==> config.mk <==
export PLATFORM = sky130hd
export DESIGN_NAME = auto_mute_det
export DESIGN_NICKNAME = d
export VERILOG_FILES = /design/src/rtl/auto_mute_det.sv
export SDC_FILE = /design/constraint.sdc
export NUM_CORES = 1
export LEC_CHECK = 0
export BUFFER_PORTS_ARGS = -buffer_cell sky130_fd_sc_hd__buf_2
export CAP_MARGIN = 20
export CORE_MARGIN = 8
export CORE_UTILIZATION = 32
export DETAILED_ROUTE_END_ITERATION = 12
export PLACE_DENSITY = 0.57
export SYNTH_ARGS = -nofsm -noshare
export SYNTH_HDL_FRONTEND = slang
export SYNTH_SLANG_ARGS = --single-unit
==> constraint.sdc <==
create_clock -name clk -period 7.7 [get_ports clk]
set_input_delay 1.54 -clock clk [delete_from_list [all_inputs] [get_ports clk]]
set_output_delay 1.54 -clock clk [all_outputs]
set_load 0.1 [all_outputs]
==> src/rtl/auto_mute_det.sv <==
module auto_mute_det #(
  parameter int W       = 24,
  parameter int RUN_LEN = 8192
) (
  input  logic         clk,
  input  logic         rst,
  input  logic         smp_vld,
  input  logic [W-1:0] left_in,
  input  logic [W-1:0] right_in,
  output logic [W-1:0] left_out,
  output logic [W-1:0] right_out,
  output logic         mute_l,
  output logic         mute_r
);
  localparam int CW = $clog2(RUN_LEN + 1);
  localparam logic [CW-1:0] CNT_MAX = CW'(RUN_LEN);

  logic [W-1:0] din [2];
  assign din[0] = left_in;
  assign din[1] = right_in;

  for (genvar c = 0; c < 2; c++) begin : g_ch
    logic [CW-1:0] cnt, cnt_nx;
    logic          run_ones;
    logic          mq;
    logic [W-1:0]  oq;
    logic          is_zero, is_ones, is_static, same_run, mute_nx;

    assign is_zero   = (din[c] == '0);
    assign is_ones   = &din[c];
    assign is_static = is_zero | is_ones;
    assign same_run  = (cnt != '0) && (run_ones == is_ones);

    always_comb begin
      if (!is_static)          cnt_nx = '0;
      else if (!same_run)      cnt_nx = CW'(1);
      else if (cnt == CNT_MAX) cnt_nx = cnt;
      else                     cnt_nx = cnt + CW'(1);
    end

    assign mute_nx = (cnt_nx == CNT_MAX);

    always_ff @(posedge clk) begin
      if (rst) begin
        cnt      <= '0;
        run_ones <= 1'b0;
        mq       <= 1'b0;
        oq       <= '0;
      end else if (smp_vld) begin
        cnt      <= cnt_nx;
        run_ones <= is_ones;
        mq       <= mute_nx;
        oq       <= mute_nx ? '0 : din[c];
      end
    end
  end

  assign left_out  = g_ch[0].oq;
  assign right_out = g_ch[1].oq;
  assign mute_l    = g_ch[0].mq;
  assign mute_r    = g_ch[1].mq;
endmodule


==> results of run 1 <==
==> state kept, by name, indices dropped and copies added (netlist names) <==
register,flops
g_ch.run_ones,2
g_ch.cnt,28
mute_r,1
mute_l,1
left_out,24
right_out,24
==> worst max-delay path, stage by stage <==
cell,delay [ns]
buf_2,0.10
nand4_1,0.10
nor4_1,0.49
a2bb2oi_1,0.26
nor2_1,0.82
o21ai_0,0.22
a311oi_1,0.31
==> stage by stage <==
stage | instances | util | setup slack [ns] | hold WS [ns]
detailed placement | 698 | 0.3678 | 3.815 | 0.4544
global placement | 698 | 0.3678 | 3.899 | 0.4420
global route | 715 | 0.3976 | 3.853 | 0.4941
finish | 715 | 0.3976 | 4.103 | 0.4600
CTS | 713 | 0.3948 | 4.159 | 0.4722
floorplan | 455 | - | 4.507 | 0.4604
==> cells by family (layout without fill, tap and decap cells) <==
| kind of cell | after synthesis | after routing | synth area share |
|---|---|---|---|
| DFF | 80 | 80 | 0.4011 |
| AOI/OAI and AO/OA | 117 | 117 | 0.2216 |
| and+or+nand+nor | 200 | 200 | 0.2846 |
| adders and majority gates | 4 | 4 | 0.01254 |
| xor gates and xnor gates | 7 | 7 | 0.01536 |
| buffers and inverters | 41 | 129 | 0.04982 |
| muxes | 6 | 6 | 0.01504 |
==> layout by cell type, fill, tap and decap left out, drive strengths merged, types with 3 or more instances in the layout <==
cell type and instances:
mux2i 6, xnor2 6, nor2 27, nand3 24
nor3 18, buf 103, and4 3, a22o 48
nand4 22, dfxtp 80, nor4 22, ha 4
nand4b 5, o31ai 3, inv 11, bufinv 3
a41oi 5, and2 8, a21oi 22, nor2b 5
nand2 39, and3 7, clkbuf 10, o21ai 16
a31oi 10, or3 7
==> cell type report <==
class / instances / share of cell area
clock buffers: 10 / 0.04639
clock inverters: 5 / 0.02155
inverters: 11 / 0.008365
multi-input cells: 334 / 0.4456
flip-flops and latches: 80 / 0.3245
well taps: 172 / 0.04360
repair buffers: 103 / 0.1100
==> routing by layer <==
metal / global-route usage / vias up
li1: - / 1903
met1: 0.1679 / 1732
met2: 0.2105 / 106
met3: 0.04493 / 10
met4: 0.05035 / 0
met5: 0 / -
==> where the power goes <==
group          internal, mW  switching [mW]  total (mW)
sequential            0.429         0.00775       0.437
clock                 0.315           0.167       0.483
combinational        0.0342           0.145       0.179
==> path summary, 6_finish.rpt <==
check,start,endpoint,slack [ns]
max,left_in[20],g_ch[0].cnt[6],4.10
min,mute_r,mute_r,0.46
max reg2reg,g_ch[0].cnt[0],left_out[0],4.86
min reg2reg,mute_r,mute_r,0.46
==> run metrics, run 1 <==
R2R cell count=8; VDD IR max=0.1433 mV; Final Max Slew Viols=0; RSZ-0062 raised after global routing=false; DR vias=3751; largest area contributor in the netlist=dfxtp_1; Rel. slew slack=0.3256; Filler cells=1303; Syn Area/Cell=8.775 µm²; Via density=5.246; die height=127.7 µm; ys async rst share=0; Worst-path clk slew=0.06 ns; Resized cells post-CTS=0; Hold Path Cell Cnt=2; Clock Tree Buf Depth=2; worst endpoint data arrival time=3.84 ns; port buffer count=100; CP max FO=15; Final nets=594; critical path class=in2reg; CP required=7.94 ns; crit start category=input port; flops & latches, synth=80; number of synthesized flops with an enable pin=0; later-pin clock latency in the skew report=0.34 ns; synthesized area=0.003993 mm²; Leakage Power=1.909 nW; post-synthesis cell count=455; storage element area=0.001602 mm²; max layer used=met4; sequential fraction of the synthesis area=0.4011; Worst Skew=0.005479 ns; core area=0.01241 mm²; Die Wd=127.7 µm; maximum clock rate=278.0 MHz; first-pass GRT wire length=17970 µm; Setup TNS=0 ns; total chip power=1.098 mW; CTS tree=built; antenna-violating nets left=0; Worst-Margin Slew=1.008 ns; max-cap viol count=0; largest cells by area after synthesis=dfxtp_1 40%, a22o_1 10%, nand2_1 3.7%; clock sink total=80; cell with the most instances after synthesis=dfxtp_1; total grt overflow=0; Area growth syn-to-layout=23.63%; min Tclk post-route=3.597 ns; hold-fix buffer count after cts=0; GRT Util Overall=0.1345; Synth top area share=0.4011; status=finished clean; final wirelength=10700 µm; die area=0.01631 mm²; DRT iter0 DRCs=157; layout cell share with drive strength beyond 1=0.2615; initial antenna violation count=0; Syn Nets=510; io pins=101; Placer Congestion=0.8277; Starting Density=0.3216; final hold vios=0; crit share post-route=0.4672; Post-synth top flop=dfxtp_1; setup bufs post-CTS=0; largest net degree at the start of global routing=51; crit end category=flop; Pre-antenna DRT Iters=4; TritonCTS Buffers=9; dpl cell area=0.004566 mm²; # DRC=0; site row count=41; Final HPWL DP=7572 µm; Avg WL per Cell=14.97 µm; yosys warns=0; Metal-1 WL=5161 µm; Multi-input gate area=0.002200 mm²; most frequent cells after synthesis=80 x dfxtp_1, 46 x a22o_1, 39 x nand2_1; Root Buffer=clkbuf_16; Finished Cell Area=0.004936 mm²; hold crit path type=reg2reg; Unique masters post-synth=59; routed wl met2=4691 µm; Met3 Routed Length=701 µm; Final setup violation count=0; Power Density=222.4 mW/mm²; number of global-route vias before repair=3793; antenna cells=0; H-tree depth=3
(Power assumes the default switching activity.)
==> inputs of run 2 (changes only) <==
PLACE_DENSITY = 0.59   (was 0.57)
clock period = 3.15 ns   (was 7.7 ns; I/O delays follow)
==> run metrics, run 2 (synthesized netlist as in run 1, its figures left out) <==
status=finished clean; storage element area=0.001602 mm² (unchanged); hold crit path type=reg2reg; Combinational Power Share=0.173 (+0.010); Finished Cell Area=0.004915 mm² (-0.43%); Worst-Margin Slew=0.6839 ns (-0.3240 ns); sw frac=0.3092 (+0.01830); Leakage Power=1.915 nW (+0.34%); critical path class=reg2reg; Final Max Slew Viols=0 (unchanged); total grt overflow=0 (unchanged); hold path startpoint=mute_r; most frequent cells in the layout=100 x buf_2, 80 x dfxtp_1, 46 x a22o_1; worst endpoint data arrival time=2.95 ns (-0.89 ns); Die Wd=127.7 µm (unchanged); later-pin clock latency in the skew report=0.33 ns (about the same); final wirelength=10650 µm (-0.50%); DRT iter0 DRCs=133 (-15%); Power Density=514.3 mW/mm² (+130%); Avg WL per Cell=14.75 µm (-1.5%); H-tree depth=3 (unchanged); worst r2r src=g_ch[0].cnt[0]; max-cap viol count=0 (unchanged); Resized cells post-CTS=0 (unchanged); Worst-path clk slew=0.06 ns (about the same); switching pwr=0.7814 mW (+140%); Final HPWL DP=7838 µm (+3.5%); layout cell share with drive strength beyond 1=0.2691 (+0.007581); crit start category=flop; clock sink total=80 (unchanged); largest net degree at the start of global routing=29 (-43%); maximum clock rate=366.9 MHz; first-pass GRT wire length=18110 µm (+0.77%); Layout Utilization=0.3959 (-0.001713); CP required=3.38 ns (-4.56 ns); Pint=1.746 mW (+120%); final hold vios=0 (unchanged); antenna cells=0 (unchanged); Filler cells=1288 (-1.2%); CTS tree=built; hold-fix buffer count after cts=0 (unchanged); io pins=101 (unchanged); Worst Skew=0.004590 ns (-0.0008897 ns); Via density=5.247 (about the same); commonest non-fill, non-tap cell in the layout=buf_2; Biggest register=g_ch.cnt; crit share post-route=0.8652; TritonCTS Buffers=9 (unchanged); Crit. Startpoint=g_ch[0].cnt[0]; Largest register FFs=28 (unchanged); Root Buffer=clkbuf_16; min Tclk post-route=2.725 ns; antenna-violating nets left=0 (unchanged); Setup TNS=0 ns (unchanged); VDD IR max=0.2532 mV (+77%); Area growth syn-to-layout=23.10%; number of global-route vias before repair=3872 (+2.1%); RSZ-0062 raised after global routing=false; Starting Density=0.3216 (unchanged); core area=0.01241 mm² (unchanged); Final nets=600 (+1.0%); die height=127.7 µm (unchanged); Placer Congestion=0.8466 (+2.3%); CP max FO=24 (+9); power share of the sequential group=0.422 (+0.024); Multi-input gate area=0.002200 mm² (unchanged); Final setup violation count=0 (unchanged); GRT Util Overall=0.1340 (-0.0004527); Clock Tree Buf Depth=2 (unchanged); crit end category=flop; # DRC=0 (unchanged); die area=0.01631 mm² (unchanged); Rel. slew slack=0.5426 (+0.2170); initial antenna violation count=0 (unchanged); dpl cell area=0.004626 mm² (+1.3%); site row count=41 (unchanged); clock network fraction of design power=0.405 (-0.034); setup bufs post-CTS=0 (unchanged); Pre-antenna DRT Iters=5 (+1); total chip power=2.527 mW (+130%); DR vias=3788 (+0.99%); port buffer count=100 (unchanged)
## run 2: critical path, cell delays in order (launching register included)
cell	delay, ns
dfxtp_1	0.40
inv_1	0.11
ha_1	0.14
or4b_4	0.46
nor4_4	0.40
a21oi_2	0.13
nor4_4	0.29
a41oi_4	0.37
a22o_2	0.32
## run 2: final timing paths
path	slack, ns	cells after the start	to
hold / removal	0.47	2	mute_r
setup / recovery	0.42	8	left_out[1]
hold reg to reg	0.47	2	mute_r
setup reg to reg	0.42	8	left_out[1]
## run 2: metal layers
layer | vias to the layer above | wire, µm | GRT usage
met4 | 0 | 149 | 0.05315
li1 | 1910 | - | -
met2 | 105 | 4691 | 0.2058
met3 | 12 | 712 | 0.04617
met5 | - | 0 | 0
met1 | 1761 | 5097 | 0.1686
## run 2: final cells by class
class                      count  area share
multi-input combinational    334      0.4476
sequential                    80      0.3259
timing repair buffer         109      0.1156
clock buffer                  11     0.04735
tap                          172     0.04379
clock inverter                 5     0.01146
inverter                      11    0.008401
## run 2: power by group through the flow
stage | Combinational (mW) | Clock [mW] | Sequential (mW)
after detailed placement | 0.440 | 0 | 1.09
after floorplan | 0.0736 | 0 | 1.35
final | 0.436 | 1.02 | 1.07
after global placement | 0.436 | 0 | 1.09
after global routing | 0.457 | 1.09 | 1.07
after CTS | 0.439 | 1.05 | 1.07
## run 2: stage by stage
stage	hold WS [ns]	std cells	worst slack (ns)
after global routing	0.4921	722	0.2381
after detailed placement	0.4487	706	0.4237
after floorplan	0.4604	455	0.6582
after CTS	0.4700	722	0.4228
after global placement	0.4454	706	0.5131
final	0.4656	722	0.4245
